<file path="config.mk">
export PLATFORM = sky130hd
export DESIGN_NAME = hirq_unit
export DESIGN_NICKNAME = d
export VERILOG_FILES = /design/src/rtl/hirq_pkg.sv /design/src/rtl/hirq_edge.sv /design/src/rtl/hirq_status.sv /design/src/rtl/hirq_mask.sv /design/src/rtl/hirq_regs.sv /design/src/rtl/hirq_unit.sv
export SDC_FILE = /design/constraint.sdc
export NUM_CORES = 1
export LEC_CHECK = 0
export BUFFER_PORTS_ARGS = -buffer_cell sky130_fd_sc_hd__buf_2
export CORE_ASPECT_RATIO = 1.25
export CORE_MARGIN = 2
export CORE_UTILIZATION = 56
export DETAILED_ROUTE_END_ITERATION = 7
export GPL_ROUTABILITY_DRIVEN = 0
export MAX_ROUTING_LAYER = met4
export PLACE_DENSITY = 0.83
export REMOVE_ABC_BUFFERS = 1
export SYNTH_ARGS = -nofsm -noshare
export SYNTH_HDL_FRONTEND = slang
export SYNTH_SLANG_ARGS = --single-unit
</file>
<file path="constraint.sdc">
create_clock -name clk -period 1.8 [get_ports clk]
set_input_delay 0.18 -clock clk [delete_from_list [all_inputs] [get_ports clk]]
set_output_delay 0.18 -clock clk [all_outputs]
set_load 0.01 [all_outputs]
</file>
<file path="src/rtl/hirq_pkg.sv">
package hirq_pkg;

  localparam int unsigned SRC_W  = 16;
  localparam int unsigned ADDR_W = 3;
  localparam int unsigned CFG_W  = 2;

  typedef logic [SRC_W-1:0] vec_t;

  typedef enum logic [ADDR_W-1:0] {
    A_MASK   = 3'd0,
    A_MSET   = 3'd1,
    A_MCLR   = 3'd2,
    A_PEEK   = 3'd3,
    A_TAKE   = 3'd4,
    A_ACK    = 3'd5,
    A_CFG    = 3'd6,
    A_NONE   = 3'd7
  } reg_sel_e;

  // edge of a wired source
  function automatic vec_t f_rise(vec_t lvl, vec_t prev, vec_t present);
    return lvl & ~prev & present;
  endfunction

  // clears first, new events win
  function automatic vec_t f_status_next(vec_t cur, vec_t rise, vec_t clr);
    return (cur & ~clr) | rise;
  endfunction

  function automatic vec_t f_mask_next(vec_t cur, logic wr_all, logic wr_set,
                                       logic wr_clr, vec_t data);
    vec_t n;
    n = cur;
    if (wr_all) n = data;
    if (wr_set) n = cur | data;
    if (wr_clr) n = cur & ~data;
    return n;
  endfunction

  // registered pin value
  function automatic logic f_pin(logic en, logic low, vec_t status, vec_t mask);
    return (en & (|(status & ~mask))) ^ low;
  endfunction

endpackage

</file>
<file path="src/rtl/hirq_edge.sv">
module hirq_edge
  import hirq_pkg::*;
#(
  parameter vec_t PRESENT = 16'h47FF
) (
  input  logic clk,
  input  logic rst_n,
  input  vec_t src_i,
  output vec_t rise_o
);

  vec_t prev_q;

  always_ff @(posedge clk or negedge rst_n) begin
    if (!rst_n) prev_q <= '0;
    else        prev_q <= src_i;
  end

  assign rise_o = f_rise(src_i, prev_q, PRESENT);

  p_rise_is_edge_r2: assert property (@(posedge clk) disable iff (!rst_n)
    ((rise_o & prev_q) == '0));

endmodule

</file>
<file path="src/rtl/hirq_status.sv">
module hirq_status
  import hirq_pkg::*;
#(
  parameter vec_t PRESENT = 16'h47FF
) (
  input  logic clk,
  input  logic rst_n,
  input  vec_t rise_i,
  input  logic take_i,
  input  logic ack_wr_i,
  input  vec_t ack_bits_i,
  output vec_t status_o
);

  vec_t clr_bits;
  vec_t status_nxt;
  vec_t status_q;

  assign clr_bits   = take_i ? '1 : (ack_wr_i ? ack_bits_i : '0);
  assign status_nxt = f_status_next(status_q, rise_i, clr_bits);

  for (genvar i = 0; i < SRC_W; i++) begin : g_bit
    if (PRESENT[i]) begin : g_wired
      always_ff @(posedge clk or negedge rst_n) begin
        if (!rst_n) status_q[i] <= 1'b0;
        else        status_q[i] <= status_nxt[i];
      end
    end else begin : g_open
      assign status_q[i] = 1'b0;
    end
  end

  assign status_o = status_q;

  p_keep_event_r9: assert property (@(posedge clk) disable iff (!rst_n)
    (|rise_i) |=> ((status_o & $past(rise_i)) == $past(rise_i)));

  p_ack_clears_r8: assert property (@(posedge clk) disable iff (!rst_n)
    (ack_wr_i && !take_i) |=> ((status_o & $past(ack_bits_i & ~rise_i)) == '0));

  p_take_clears_r7: assert property (@(posedge clk) disable iff (!rst_n)
    take_i |=> ((status_o & ~$past(rise_i)) == '0));

  p_peek_keeps_r6: assert property (@(posedge clk) disable iff (!rst_n)
    (!take_i && !ack_wr_i) |=> ((status_o & $past(status_o)) == $past(status_o)));

  p_open_zero_r10: assert property (@(posedge clk) disable iff (!rst_n)
    ((status_o & ~PRESENT) == '0));

endmodule

</file>
<file path="src/rtl/hirq_mask.sv">
module hirq_mask
  import hirq_pkg::*;
#(
  parameter vec_t MASK_RST = 16'h0001
) (
  input  logic clk,
  input  logic rst_n,
  input  logic wr_all_i,
  input  logic wr_set_i,
  input  logic wr_clr_i,
  input  vec_t data_i,
  output vec_t mask_o
);

  vec_t mask_q;

  always_ff @(posedge clk or negedge rst_n) begin
    if (!rst_n) mask_q <= MASK_RST;
    else        mask_q <= f_mask_next(mask_q, wr_all_i, wr_set_i, wr_clr_i, data_i);
  end

  assign mask_o = mask_q;

  p_set_r4: assert property (@(posedge clk) disable iff (!rst_n)
    wr_set_i |=> ((mask_o & $past(data_i)) == $past(data_i)
                  && (mask_o & ~$past(data_i)) == ($past(mask_o) & ~$past(data_i))));

  p_clr_r5: assert property (@(posedge clk) disable iff (!rst_n)
    wr_clr_i |=> ((mask_o & $past(data_i)) == '0
                  && (mask_o & ~$past(data_i)) == ($past(mask_o) & ~$past(data_i))));

  p_idle_keeps_r12: assert property (@(posedge clk) disable iff (!rst_n)
    (!wr_all_i && !wr_set_i && !wr_clr_i) |=> $stable(mask_o));

  p_one_write_r3: assert property (@(posedge clk) disable iff (!rst_n)
    $countones({wr_all_i, wr_set_i, wr_clr_i}) <= 1);

endmodule

</file>
<file path="src/rtl/hirq_regs.sv">
module hirq_regs
  import hirq_pkg::*;
(
  input  logic              clk,
  input  logic              rst_n,
  input  logic              rd_i,
  input  logic              wr_i,
  input  logic [ADDR_W-1:0] addr_i,
  input  vec_t              wdata_i,
  input  vec_t              mask_i,
  input  vec_t              status_i,
  output logic              mask_wr_o,
  output logic              mask_set_o,
  output logic              mask_clr_o,
  output logic              take_o,
  output logic              ack_wr_o,
  output logic              pin_en_o,
  output logic              pin_low_o,
  output vec_t              rdata_o
);

  reg_sel_e sel;
  logic [CFG_W-1:0] cfg_q;

  assign sel = reg_sel_e'(addr_i);

  assign mask_wr_o  = wr_i && sel == A_MASK;
  assign mask_set_o = wr_i && sel == A_MSET;
  assign mask_clr_o = wr_i && sel == A_MCLR;
  assign ack_wr_o   = wr_i && sel == A_ACK;
  assign take_o     = rd_i && sel == A_TAKE;

  always_ff @(posedge clk or negedge rst_n) begin
    if (!rst_n)                   cfg_q <= '0;
    else if (wr_i && sel == A_CFG) cfg_q <= wdata_i[CFG_W-1:0];
  end

  assign pin_en_o  = cfg_q[0];
  assign pin_low_o = cfg_q[1];

  always_comb begin
    rdata_o = '0;
    if (rd_i) begin
      unique case (sel)
        A_MASK:         rdata_o = mask_i;
        A_PEEK, A_TAKE: rdata_o = status_i;
        A_CFG:          rdata_o = {{(SRC_W-CFG_W){1'b0}}, cfg_q};
        default:        rdata_o = '0;
      endcase
    end
  end

  p_cfg_hold_r12: assert property (@(posedge clk) disable iff (!rst_n)
    !(wr_i && sel == A_CFG) |=> $stable(cfg_q));

endmodule

</file>
<file path="src/rtl/hirq_unit.sv">
module hirq_unit
  import hirq_pkg::*;
#(
  parameter vec_t PRESENT  = 16'h47FF,
  parameter vec_t MASK_RST = 16'h0001
) (
  input  logic              clk,
  input  logic              rst_n,
  input  logic [15:0]       src_i,
  input  logic              bus_rd_i,
  input  logic              bus_wr_i,
  input  logic [2:0]        bus_addr_i,
  input  logic [15:0]       bus_wdata_i,
  output logic [15:0]       bus_rdata_o,
  output logic              irq_o
);

  vec_t rise;
  vec_t status;
  vec_t mask;
  logic mask_wr, mask_set, mask_clr, take, ack_wr;
  logic pin_en, pin_low;
  logic irq_q;

  hirq_edge #(.PRESENT(PRESENT)) u_edge (
    .clk(clk), .rst_n(rst_n), .src_i(src_i), .rise_o(rise));

  hirq_regs u_regs (
    .clk(clk), .rst_n(rst_n),
    .rd_i(bus_rd_i), .wr_i(bus_wr_i), .addr_i(bus_addr_i), .wdata_i(bus_wdata_i),
    .mask_i(mask), .status_i(status),
    .mask_wr_o(mask_wr), .mask_set_o(mask_set), .mask_clr_o(mask_clr),
    .take_o(take), .ack_wr_o(ack_wr),
    .pin_en_o(pin_en), .pin_low_o(pin_low),
    .rdata_o(bus_rdata_o));

  hirq_status #(.PRESENT(PRESENT)) u_status (
    .clk(clk), .rst_n(rst_n), .rise_i(rise), .take_i(take),
    .ack_wr_i(ack_wr), .ack_bits_i(bus_wdata_i), .status_o(status));

  hirq_mask #(.MASK_RST(MASK_RST)) u_mask (
    .clk(clk), .rst_n(rst_n), .wr_all_i(mask_wr), .wr_set_i(mask_set),
    .wr_clr_i(mask_clr), .data_i(bus_wdata_i), .mask_o(mask));

  always_ff @(posedge clk or negedge rst_n) begin
    if (!rst_n) irq_q <= 1'b0;
    else        irq_q <= f_pin(pin_en, pin_low, status, mask);
  end

  assign irq_o = irq_q;

  p_pin_off_r11: assert property (@(posedge clk) disable iff (!rst_n)
    !pin_en |=> (irq_o == $past(pin_low)));

  p_pin_on_r11: assert property (@(posedge clk) disable iff (!rst_n)
    (pin_en && (|(status & ~mask))) |=> (irq_o != $past(pin_low)));

  p_pin_quiet_r3: assert property (@(posedge clk) disable iff (!rst_n)
    ((status & ~mask) == '0) |=> (irq_o == $past(pin_low)));

endmodule

</file>
==> impl_results.md, run 1 <==
- Residual overflow from global routing: 0
- Worst r2r dst: irq_o$_DFF_PN0_
- Clock Latency Late Sink: 0.30 ns
- Port-buffer cells: 51
- Area fraction in compound gates after synthesis: 22.1%
- Routed WL: 4930 µm
- Slowest library cell on the worst path: sky130_fd_sc_hd__and3_1
- FF+latch count, synth: 43
- IO Pins: 56
- Initial DRT Pass Iterations: 4
- Number of H-tree levels: 2
- Cell accounting for the most synthesized area: sky130_fd_sc_hd__dfrtp_1
- Xor and xnor fraction of the mapped netlist area: 0.408%
- Leading cell types in the layout, fill and taps excluded: 51 x sky130_fd_sc_hd__buf_2, 42 x sky130_fd_sc_hd__dfrtp_1, 24 x sky130_fd_sc_hd__o21ai_1, 19 x sky130_fd_sc_hd__inv_1, 18 x sky130_fd_sc_hd__a22o_1
- Endpoints failing hold: 0
- DIE AREA: 4340 µm²
- Internal power: 1700 µW
- Static leakage: 0.00133 µW
- Achievable frequency: 623 MHz
- Clock sink count: 43
- Rows: 25
- Sum of negative setup slack: 0 ns
- Initial DRC count: 122
- Dominant combinational cell family by area after synthesis: compound AO/OA/AOI/OAI gates
- Proportion of power drawn by the clock network: 28.8%
- Status: finished clean
- Setup Viol. Count Final: 0
- Data arrival, critical path: 1.42 ns
- Area of combinational cells with multiple inputs: 932 µm²
- Adder-cell share of the synthesized area: 0%
- Post-synth design cell area: 2140 µm²
- Share of the synthesized area in the top cell type: 49.0%
- CTS tree: yes
- Number of instances in the synthesized netlist: 211
- Maximum ir drop on the vdd rail: 0.000519 V
- FF-to-FF setup slack: 0.52 ns
- Synthesis-to-finish area growth: 24.5%
- Height of the die: 73.2 µm
- Worst clock skew: 0.00754 ns
- Capture point of the worst path: bus_rdata_o[0]
- Stages on the worst setup path: 6
- Number of warnings printed during yosys synthesis: 0
- Critical path peak fanout: 13
- CP endpoint kind: output pin
- Fillers: 286
- Final design utilization: 71.7%
- Net Sw Frac: 27.3%
- Required time of the worst setup path: 1.62 ns
- Final ANT Viol Nets: 0
- Mux share of post-synthesis cell area: 7.35%
- Delay-heaviest family, CP: simple AND/OR/NAND/NOR gates
- Worst rel slew slack: 50.8%
- Fin crit share: 89.1%
- Setup repair after global routing missed its margin: false
- Sequential cell fraction of total power: 51.1%
- Placeable core area: 3720 µm²
- Buffer depth of the longest clock path: 2
- Share of cells above drive strength 1: 27.6%
- Post-Synth Simple-Gate Area: 13.6%
- Critical path startpoint category: input port
- Clock slew at reported path FFs: 0.07 ns
- Footprint of the flip-flops and latches: 1080 µm²
- CP Cell Sequence: buf_2 > inv_2 > and3_1 > o21ai_1 > nor2_1 > buf_2
- Number of global-route vias before repair: 1761
- Final Slew Violations: 0
- Crit path launch: bus_addr_i[2]
- Net switching component of the power: 636 µW
- Remaining routing DRC violations: 0
- Hold Crit Class: in2reg
- Die outline width: 59.4 µm
- Avg Cell Area, Syn: 10.2 µm²
- Depth of the worst register-to-register path: 4
- Number of clock buffers inserted by TritonCTS: 5
- Antenna violations before repair: 0
- Top post-synthesis cells by area: sky130_fd_sc_hd__dfrtp_1 49%, sky130_fd_sc_hd__a22o_1 7.4%, sky130_fd_sc_hd__o21ai_1 5.6%
- Sequential cell area fraction in the yosys report: 50.2%
- Most repeated library cell on the critical path: sky130_fd_sc_hd__buf_2
- Crit-path max cell delay: 0.45 ns
- Final critical delay including setup and external delays: 1.60 ns
- PnR Total Power: 2330 µW
- Drt wl/cell: 15.4 µm
- Post-layout nets: 317
- Number of distinct library cells after synthesis: 31
- Initial Utilization: 57.6%
- First-pass GRT wire length: 8140 µm
- Largest net degree at the start of global routing: 44
- Leading cell type in the layout, fill and taps excluded: sky130_fd_sc_hd__buf_2
- Pwr per Cell Area: 873 nW/µm²
- Number of vias per cell: 5.63
- Measured slew at the worst slew-check pin: 0.736 ns
- Buffer cell driving the clock tree root: sky130_fd_sc_hd__clkbuf_8
- Logic pwr share: 20.2%
- Launch instance of the worst register-to-register path: u_status.status_o[3]$_DFF_PN0_
- CP Buf/Inv Count: 3
- Final hold slack: 0.0252 ns
- Aggregate global-route resource usage: 26.0%
- Worst Path Class, Setup: in2out
- Placed wire-length estimate after detailed placement: 3350 µm
- Via count: 1795
- Number of maximum-capacitance violations: 0
- Antenna cell count: 0
- Post-cts resize count: 0
## final cells by class
type / instances / area share, %
Clock buffer: 8 / 3.75
Inverter: 20 / 2.81
Multi-Input combinational cell: 137 / 34.9
Sequential cell: 43 / 40.3
Tap cell: 40 / 1.87
Timing Repair Buffer: 71 / 16.3
## worst min-delay path by stage
stage                        start  cells after the start                    endpoint
after floorplan              rst_n                      0             irq_o$_DFF_PN0_
final                     src_i[8]                      1  u_edge.prev_q[8]$_DFF_PN0_
after global routing      src_i[8]                      1  u_edge.prev_q[8]$_DFF_PN0_
after detailed placement     rst_n                      2  u_edge.prev_q[2]$_DFF_PN0_
after global placement       rst_n                      2  u_edge.prev_q[6]$_DFF_PN0_
after CTS                 src_i[8]                      1  u_edge.prev_q[8]$_DFF_PN0_
## registers in the layout, summed over array words and instances (netlist names)
| register | count |
|---|---|
| u_mask.mask_o | 16 |
| u_status.status_o | 12 |
| u_edge.prev_q | 12 |
| irq_o | 1 |
| u_regs.cfg_q | 2 |
## per-layer routing
metal  track usage, %  routed length [µm]  vias to the layer above
li1                 -                   -                      880
met1             32.8                2200                      844
met2             40.5                2420                       63
met3             4.79                 222                        8
met4             11.6                  87                        0
met5                -                   0                        -
## cell families (layout without fill, tap and decap cells)
group	count (synthesis)	count (layout)
flip-flops	43	43
XOR/XNOR	1	1
buffers and inverters	31	99
AO/OA/AOI/OAI	71	71
multiplexers	14	14
AND/OR/NAND/NOR	51	51
## synthesized netlist by cell type
master and n:
sky130_fd_sc_hd__and4b_1 1, sky130_fd_sc_hd__mux2_1 9, sky130_fd_sc_hd__o2111ai_1 2, sky130_fd_sc_hd__and2_1 4, sky130_fd_sc_hd__and3_1 2, sky130_fd_sc_hd__nor2b_1 12
sky130_fd_sc_hd__buf_4 3, sky130_fd_sc_hd__dfstp_2 1, sky130_fd_sc_hd__xnor2_1 1, sky130_fd_sc_hd__clkbuf_1 1, sky130_fd_sc_hd__o21ai_0 5, sky130_fd_sc_hd__a21oi_1 7
sky130_fd_sc_hd__buf_1 1, sky130_fd_sc_hd__o41ai_2 1, sky130_fd_sc_hd__nor2_1 3, sky130_fd_sc_hd__inv_1 19, sky130_fd_sc_hd__nand4b_1 1, sky130_fd_sc_hd__mux2_2 5
sky130_fd_sc_hd__nand2_1 12, sky130_fd_sc_hd__buf_2 6, sky130_fd_sc_hd__inv_2 1, sky130_fd_sc_hd__dfrtp_1 42, sky130_fd_sc_hd__a22oi_1 12, sky130_fd_sc_hd__nor2_4 1
sky130_fd_sc_hd__o22ai_1 2, sky130_fd_sc_hd__nand2b_1 6, sky130_fd_sc_hd__a22o_1 18, sky130_fd_sc_hd__o21ai_1 24, sky130_fd_sc_hd__nand3_1 7, sky130_fd_sc_hd__nand2b_4 1
sky130_fd_sc_hd__nor2_2 1
## worst register-to-register path, delay by kind of cell (launching register included)
kind            cells  cell delay, ns
flops               1            0.42
compound gates      2            0.56
xor+xnor            1            0.16
simple gates        1            0.08
## per-stage QoR
step,cells,area [µm²],setup WS [ns]
floorplan,200,2080,0.421
global placement,299,2450,0.206
detailed placement,299,2450,0.148
CTS,319,2670,0.218
global route,319,2670,0.0920
finish,319,2670,0.195
## power by group through the flow
| stage | combinational, µW | sequential [µW] | clock [µW] |
|---|---|---|---|
| finish | 470 | 1190 | 671 |
| global route | 525 | 1210 | 713 |
| CTS | 472 | 1190 | 688 |
| detailed placement | 451 | 1210 | 0 |
| global placement | 436 | 1200 | 0 |
| floorplan | 278 | 1190 | 0 |
## timing repair
item,CTS,global route
hold endpoints to repair,53,0
hold buffers,12,0
setup buffers,0,0
Note: power is estimated with default switching activity, not from simulation.
==> run 2: changes to the inputs <==
--- a/config.mk
+++ b/config.mk
@@ -5,14 +5,15 @@
 export SDC_FILE = /design/constraint.sdc
 export NUM_CORES = 1
 export LEC_CHECK = 0
+export ABC_AREA = 1
 export BUFFER_PORTS_ARGS = -buffer_cell sky130_fd_sc_hd__buf_2
 export CORE_ASPECT_RATIO = 1.25
 export CORE_MARGIN = 2
-export CORE_UTILIZATION = 56
+export CORE_UTILIZATION = 55
 export DETAILED_ROUTE_END_ITERATION = 7
 export GPL_ROUTABILITY_DRIVEN = 0
 export MAX_ROUTING_LAYER = met4
-export PLACE_DENSITY = 0.83
+export PLACE_DENSITY = 0.82
 export REMOVE_ABC_BUFFERS = 1
 export SYNTH_ARGS = -nofsm -noshare
 export SYNTH_HDL_FRONTEND = slang
==> impl_results.md, run 2 <==
- Net Sw Frac: 28.6% (+1.3 points)
- Most common flop cell mapped by yosys: sky130_fd_sc_hd__dfrtp_1
- Leading cell types in the layout, fill and taps excluded: 78 x sky130_fd_sc_hd__nand2_1, 51 x sky130_fd_sc_hd__buf_2, 42 x sky130_fd_sc_hd__dfrtp_1, 35 x sky130_fd_sc_hd__nor2_1, 33 x sky130_fd_sc_hd__inv_1
- Residual overflow from global routing: 0 (unchanged)
- Net switching component of the power: 659 µW (+3.7%)
- Launch instance of the worst register-to-register path: u_mask.mask_o[0]$_DFFE_PN1P_
- Routed WL: 4930 µm (unchanged)
- Most repeated library cell on the critical path: sky130_fd_sc_hd__buf_2
- Delay-heaviest family, CP: buffers and inverters
- Leading cell type in the layout, fill and taps excluded: sky130_fd_sc_hd__nand2_1
- Hold Crit Start: bus_wdata_i[0]
- Share of the synthesized area in the top cell type: 51.7% (+2.7 points)
- Maximum ir drop on the vdd rail: 0.000856 V (+65%)
- Hold-fix buffer count after cts: 13 (+1)
- Antenna cell count: 0 (unchanged)
- Port-buffer cells: 51 (unchanged)
- Hold Crit Class: in2reg
- Post CTS Setup Buffer Count: 0 (unchanged)
- Antenna violations before repair: 0 (unchanged)
- DIE AREA: 4200 µm² (-3.2%)
- Number of distinct library cells after synthesis: 18 (-42%)
- CP Cell Sequence: buf_2 > nor3_2 > buf_4 > a22oi_1 > nor2_1 > buf_2
- Post-synth EDFFs: 0 (unchanged)
- Sum of negative setup slack: 0 ns (unchanged)
- IO Pins: 56 (unchanged)
- Detail Route met2 WL: 2580 µm (+6.7%)
- Worst clock skew: 0.00693 ns (-0.000615 ns)
- Number of H-tree levels: 2 (unchanged)
- Status: finished clean
- Worst setup timing slack at the placement stage: 0.289 ns (+0.140 ns)
- Number of warnings printed during yosys synthesis: 0 (unchanged)
- Internal power: 1650 µW (-2.9%)
- Height of the die: 72 µm (-1.6%)
- Placeable core area: 3510 µm² (-5.6%)
- Critical path peak fanout: 8 (-5)
- Crit path launch: bus_addr_i[0]
- Number of maximum-capacitance violations: 0 (unchanged)
- Endpoints failing hold: 0 (unchanged)
- Initial DRT Pass Iterations: 4 (unchanged)
- Number of clock buffers inserted by TritonCTS: 5 (unchanged)
- Final Slew Violations: 0 (unchanged)
- Number of global-route vias before repair: 1840 (+4.5%)
- Data arrival, critical path: 1.24 ns (-0.18 ns)
- Post-cts resize count: 0 (unchanged)
- Measured slew at the worst slew-check pin: 0.601 ns (-0.136 ns)
- Sequential cell fraction of total power: 51.7% (+0.6 points)
- Synthesis-to-finish area growth: 27.9%
- Metal3 WL: 282 µm (+27%)
- Number of vias per cell: 5.05 (-10%)
- First-pass GRT wire length: 8160 µm (+0.25%)
- FFs w/ async S/R, synth: 100% (unchanged)
- CP Buf/Inv Count: 3 (unchanged)
- Proportion of power drawn by the clock network: 29.4% (+0.6 points)
- Worst Path Class, Setup: in2out
- Clock Latency Late Sink: 0.30 ns (about the same)
- Count leader, synth: sky130_fd_sc_hd__nand2_1
- Slowest library cell on the worst path: sky130_fd_sc_hd__nor3_2
- Area of combinational cells with multiple inputs: 779 µm² (-16%)
- Fillers: 286 (unchanged)
- PnR Total Power: 2310 µW (-1.1%)
- Die outline width: 58.4 µm (-1.6%)
- Final critical delay including setup and external delays: 1.42 ns (-0.182 ns)
- Setup Viol. Count Final: 0 (unchanged)
- Clock sink count: 43 (unchanged)
- Crit-path max cell delay: 0.35 ns (-0.10 ns)
- Initial DRC count: 143 (+17%)
- Static leakage: 0.00140 µW (+5.6%)
- Final ANT Viol Nets: 0 (unchanged)
- CP endpoint kind: output pin
- Post-layout nets: 372 (+17%)
- Logic pwr share: 18.9% (-1.3 points)
- Leading post-synthesis cells by instance count: 78 x sky130_fd_sc_hd__nand2_1, 42 x sky130_fd_sc_hd__dfrtp_1, 35 x sky130_fd_sc_hd__nor2_1, 33 x sky130_fd_sc_hd__inv_1, 16 x sky130_fd_sc_hd__a21oi_1
- Sequential cell area fraction in the yosys report: 53.0% (+2.7 points)
- Clock slew at reported path FFs: 0.08 ns (about the same)
- Buffer cell driving the clock tree root: sky130_fd_sc_hd__clkbuf_8
- Top post-synthesis cells by area: sky130_fd_sc_hd__dfrtp_1 52%, sky130_fd_sc_hd__nand2_1 14%, sky130_fd_sc_hd__nor2_1 6.5%
- Number of instances in the synthesized netlist: 262 (+24%)
- Remaining routing DRC violations: 0 (unchanged)
- Rows: 24 (-4.0%)
- Post-synth design cell area: 2030 µm² (-5.1%)
- Flip-flop count of the largest register after layout: 16 (unchanged)
- Required time of the worst setup path: 1.62 ns (about the same)
- Avg Cell Area, Syn: 7.77 µm² (-24%)
- CTS tree: yes
- Setup ws final: 0.377 ns (+0.182 ns)
- Pwr per Cell Area: 886 nW/µm² (+1.5%)
- Placed wire-length estimate after detailed placement: 3250 µm (-3.1%)
- Footprint of the flip-flops and latches: 1080 µm² (unchanged)
- Largest net degree at the start of global routing: 23 (-48%)
- M1 WL: 1960 µm (-11%)
- Fin crit share: 79.1% (-10 points)
- Top layer in use: met4
- Setup repair after global routing missed its margin: false
- Worst rel slew slack: 59.9% (+9.0 points)
- Aggregate global-route resource usage: 27.2% (+1.1 points)
- Via count: 1884 (+5.0%)
- Achievable frequency: 703 MHz (+13%)
- FF+latch count, synth: 43 (unchanged)
- Cell accounting for the most synthesized area: sky130_fd_sc_hd__dfrtp_1
- Share of cells above drive strength 1: 21.6% (-6.0 points)
- Buffer depth of the longest clock path: 2 (unchanged)
- Drt wl/cell: 13.2 µm (-14%)
- Initial Utilization: 57.9% (+0.29 points)
- Critical path startpoint category: input port
## run 2: cell types whose count changed after synthesis, moves of 3 or more
cell	change
sky130_fd_sc_hd__nand2_1	+66
sky130_fd_sc_hd__nor2_1	+32
sky130_fd_sc_hd__a22o_1	-18
sky130_fd_sc_hd__o21ai_1	-18
sky130_fd_sc_hd__inv_1	+14
sky130_fd_sc_hd__nor2b_1	-12
sky130_fd_sc_hd__a21oi_1	+9
sky130_fd_sc_hd__mux2_1	-9
sky130_fd_sc_hd__nand3_1	+8
sky130_fd_sc_hd__nand2b_1	-6
sky130_fd_sc_hd__mux2_2	-5
sky130_fd_sc_hd__o21ai_0	+5
sky130_fd_sc_hd__and2_1	-4
sky130_fd_sc_hd__buf_4	-3
## run 2: per-stage QoR
step / instances / hold slack (ns) / util, % / cell area (µm²)
2_1_floorplan: 253 / -0.116 / - / 1980
3_3_place_gp: 352 / 0.179 / 67.4 / 2370
3_5_place_dp: 352 / 0.189 / 67.4 / 2370
4_1_cts: 373 / 0.106 / 74.1 / 2600
5_1_grt: 373 / 0.123 / 74.1 / 2600
6_report: 373 / 0.116 / 74.1 / 2600
## run 2: power groups by stage
stage	Sequential, µW	Combinational [µW]	Clock [µW]
after global placement	1200	399	0
after CTS	1190	439	698
after detailed placement	1210	413	0
final	1190	436	678
after floorplan	1190	251	0
after global routing	1210	505	727
## run 2: final timing paths
path | to | slack, ns | depth (start not counted)
min in group asynchronous | u_edge.prev_q[10]$_DFF_PN0_ | 0.39 | 2
min | u_mask.mask_o[0]$_DFFE_PN1P_ | 0.12 | 3
max reg2reg | irq_o$_DFF_PN0_ | 0.72 | 5
min reg2reg | u_status.status_o[5]$_DFF_PN0_ | 0.42 | 1
max in group asynchronous | u_mask.mask_o[0]$_DFFE_PN1P_ | 0.84 | 3
max | bus_rdata_o[9] | 0.38 | 6
## run 2: cell families after synthesis
| logic type | after synthesis | synth area share, % |
|---|---|---|
| and+or+nand+nor | 132 | 26.1 |
| AOI/OAI and AO/OA | 44 | 12.2 |
| DFF | 43 | 53.0 |
| buffers and inverters | 43 | 8.73 |
## run 2: routing by layer
metal  vias to the layer above  track usage (%)
met1                       848             30.4
met4                         0             14.0
met3                        12             7.13
li1                        965                -
met2                        59             44.2
met5                         -                -
## run 2: final cells by class
| cell class | count | area share, % |
|---|---|---|
| clock buffer | 7 | 3.70 |
| inverter | 34 | 4.90 |
| timing repair buffer | 73 | 17.9 |
| sequential | 43 | 41.4 |
| tap | 39 | 1.87 |
| clock inverter | 1 | 0.288 |
| multi-input combinational | 176 | 30.0 |
## run 2: tightest hold or removal path, delay by kind of cell
family	cells	cell delay, ns
buffers and inverters	1	0.12
and+or+nand+nor	1	0.06
AOI/OAI and AO/OA	1	0.06
==> run 3: changes to the inputs <==
--- a/config.mk
+++ b/config.mk
@@ -9,11 +9,11 @@
 export BUFFER_PORTS_ARGS = -buffer_cell sky130_fd_sc_hd__buf_2
 export CORE_ASPECT_RATIO = 1.25
 export CORE_MARGIN = 2
-export CORE_UTILIZATION = 55
+export CORE_UTILIZATION = 47
 export DETAILED_ROUTE_END_ITERATION = 7
 export GPL_ROUTABILITY_DRIVEN = 0
 export MAX_ROUTING_LAYER = met4
-export PLACE_DENSITY = 0.82
+export PLACE_DENSITY = 0.75
 export REMOVE_ABC_BUFFERS = 1
 export SYNTH_ARGS = -nofsm -noshare
 export SYNTH_HDL_FRONTEND = slang
==> constraint.sdc (replaced) <==
create_clock -name clk -period 1.2 [get_ports clk]
set_input_delay 0.12 -clock clk [delete_from_list [all_inputs] [get_ports clk]]
set_output_delay 0.12 -clock clk [all_outputs]
set_load 0.01 [all_outputs]
==> impl_results.md, run 3 (synthesis gave the netlist of run 2 again) <==
- Status: finished with violations
- Violated checks: setup timing
- Worst rel slew slack: 69.7% (+9.8 points)
- Worst clock skew: 0.00674 ns (-0.000184 ns)
- Measured slew at the worst slew-check pin: 0.455 ns (-0.146 ns)
- CTS tree: yes
- Clock slew at reported path FFs: 0.08 ns (about the same)
- Die outline width: 62.8 µm (+7.6%)
- Critical path peak fanout: 8 (unchanged)
- Area of combinational cells with multiple inputs: 845 µm² (+8.3%)
- Hold Crit Class: in2reg
- Static leakage: 0.00160 µW (+14%)
- Achievable frequency: 767 MHz
- Depth of the worst register-to-register path: 9 (+4)
- Post-Place Cell Area: 2450 µm² (+3.6%)
- Buffer depth of the longest clock path: 2 (unchanged)
- Remaining routing DRC violations: 0 (unchanged)
- First-pass GRT wire length: 9270 µm (+14%)
- Most repeated library cell on the critical path: sky130_fd_sc_hd__buf_2
- Final Slew Violations: 0 (unchanged)
- Worst r2r dst: irq_o$_DFF_PN0_
- Port-buffer cells: 51 (unchanged)
- FF-to-FF setup slack: 0.04 ns (-0.68 ns)
- Clock sink count: 43 (unchanged)
- Worst Path Class, Setup: in2out
- Count of cells along the worst hold path: 3 (unchanged)
- Leading cell types in the layout, fill and taps excluded: 76 x sky130_fd_sc_hd__nand2_1, 49 x sky130_fd_sc_hd__buf_2, 42 x sky130_fd_sc_hd__dfrtp_1, 37 x sky130_fd_sc_hd__buf_4, 33 x sky130_fd_sc_hd__inv_1
- DIE AREA: 4870 µm² (+16%)
- Number of clock buffers inserted by TritonCTS: 5 (unchanged)
- Antenna violations before repair: 0 (unchanged)
- Final design utilization: 72.7% (-1.4 points)
- Hold EP: u_mask.mask_o[0]$_DFFE_PN1P_
- Final ANT Viol Nets: 0 (unchanged)
- Drt wl/cell: 13.5 µm (+2.1%)
- CP Buf/Inv Count: 3 (unchanged)
- Hold Crit Start: bus_wdata_i[0]
- CP Cell Sequence: buf_2 > nor3_4 > buf_4 > a22oi_1 > nor2_1 > buf_2
- Pwr per Cell Area: 1360 nW/µm² (+53%)
- Height of the die: 77.6 µm (+7.7%)
- Initial DRC count: 100 (-30%)
- Setup Viol. Count Final: 10 (+10)
- Leading cell type in the layout, fill and taps excluded: sky130_fd_sc_hd__nand2_1
- Clock Latency Late Sink: 0.30 ns (about the same)
- Fin crit share: 109%
- Via count: 2145 (+14%)
- Final non-filler cell area: 3000 µm² (+15%)
- Synthesis-to-finish area growth: 47.7%
- Initial DRT Pass Iterations: 5 (+1)
- Fillers: 321 (+12%)
- Setup repair after global routing missed its margin: true
- Required time of the worst setup path: 1.08 ns (-0.54 ns)
- Placeable core area: 4130 µm² (+18%)
- Stages on the worst setup path: 6 (unchanged)
- Endpoints failing hold: 0 (unchanged)
- Largest net degree at the start of global routing: 23 (unchanged)
- Launch instance of the worst register-to-register path: u_mask.mask_o[3]$_DFFE_PN0P_
- Crit-path max cell delay: 0.25 ns (-0.10 ns)
- Placed wire-length estimate after detailed placement: 3500 µm (+7.9%)
- Slowest library cell on the worst path: sky130_fd_sc_hd__nor3_4
- IO Pins: 56 (unchanged)
- Number of H-tree levels: 2 (unchanged)
- Maximum ir drop on the vdd rail: 0.000976 V (+14%)
- Routed WL: 5690 µm (+15%)
- Final critical delay including setup and external delays: 1.30 ns
- Number of maximum-capacitance violations: 0 (unchanged)
- CP endpoint kind: output pin
- PnR Total Power: 4070 µW (+77%)
- Setup ws final: -0.104 ns (-0.480 ns)
- Residual overflow from global routing: 0 (unchanged)
- Data arrival, critical path: 1.18 ns (-0.06 ns)
- Footprint of the flip-flops and latches: 1080 µm² (unchanged)
- Number of vias per cell: 5.08 (+0.63%)
- Flip-flop count of the largest register after layout: 16 (unchanged)
- Post-layout nets: 404 (+8.6%)
- Critical path startpoint category: input port
- Antenna cell count: 0 (unchanged)
- Rows: 26 (+8.3%)
- Share of cells above drive strength 1: 31.1% (+9.6 points)
- Number of global-route vias before repair: 2203 (+20%)
- Aggregate global-route resource usage: 24.8% (-2.4 points)
- Delay-heaviest family, CP: buffers and inverters
- Initial Utilization: 49.2% (-8.7 points)
- Buffer cell driving the clock tree root: sky130_fd_sc_hd__clkbuf_8
==> run 3: cell types whose count changed in the layout (fill, tap and decap cells not counted), sizes merged <==
cell      before  now
bufinv         0    2
clkinvlp       1    0
buf           60   91
==> run 3: area by class of cell <==
type	instances	share of cell area [%]
clock buffer	6	2.42
clock inverter	2	2.00
inverter	34	4.25
multi-input combinational	176	28.1
sequential	43	35.9
tap	56	2.33
timing repair buffer	105	25.0
==> run 3: report_power, final <==
group          leakage, µW  total (µW)  switching (µW)  internal [µW]
clock            0.0000654        1340             506            832
sequential        0.000480        1770             122           1650
combinational      0.00105         963             472            491
==> run 3: stage by stage <==
stage / TNS [ns] / setup WS (ns) / hold WS (ns) / instances
floorplan: -1.70 / -0.109 / -0.176 / 253
global placement: -0.0121 / -0.00862 / 0.0451 / 376
detailed placement: -0.0389 / -0.0340 / 0.0519 / 376
CTS: -0.101 / -0.0598 / 0.0612 / 416
global route: -1.41 / -0.155 / 0.0664 / 422
finish: -0.395 / -0.104 / 0.0577 / 422
==> run 3: per-layer routing <==
metal	vias up	GRT usage, %	routed length (µm)
li1	1030	-	-
met1	1012	26.8	2240
met2	87	42.6	2940
met3	16	4.78	379
met4	0	14.0	129
met5	-	-	0
==> run 3: how the worst max path moves through the flow <==
stage,start,to,slack [ns]
floorplan,bus_addr_i[0],u_mask.mask_o[10]$_DFFE_PN0P_,-0.11
global placement,bus_addr_i[0],bus_rdata_o[1],-0.009
detailed placement,bus_addr_i[0],bus_rdata_o[5],-0.03
CTS,u_mask.mask_o[0]$_DFFE_PN1P_,bus_rdata_o[0],-0.06
global route,bus_addr_i[2],bus_rdata_o[9],-0.16
finish,bus_addr_i[2],bus_rdata_o[9],-0.10
==> run 3: tightest hold or removal path, stage by stage <==
cell	delay, ns
sky130_fd_sc_hd__buf_2	0.11
sky130_fd_sc_hd__nand2_1	0.06
sky130_fd_sc_hd__a21oi_1	0.06
==> run 3: repair_timing <==
item                                    4_1_cts  5_1_grt
gates cloned                                  0        1
hold buffers                                 13        0
endpoints found under the setup margin       12       15
pin swaps                                     9       10
hold endpoints to repair                     23        0
gates resized for setup                       2       21
setup buffers                                19        5
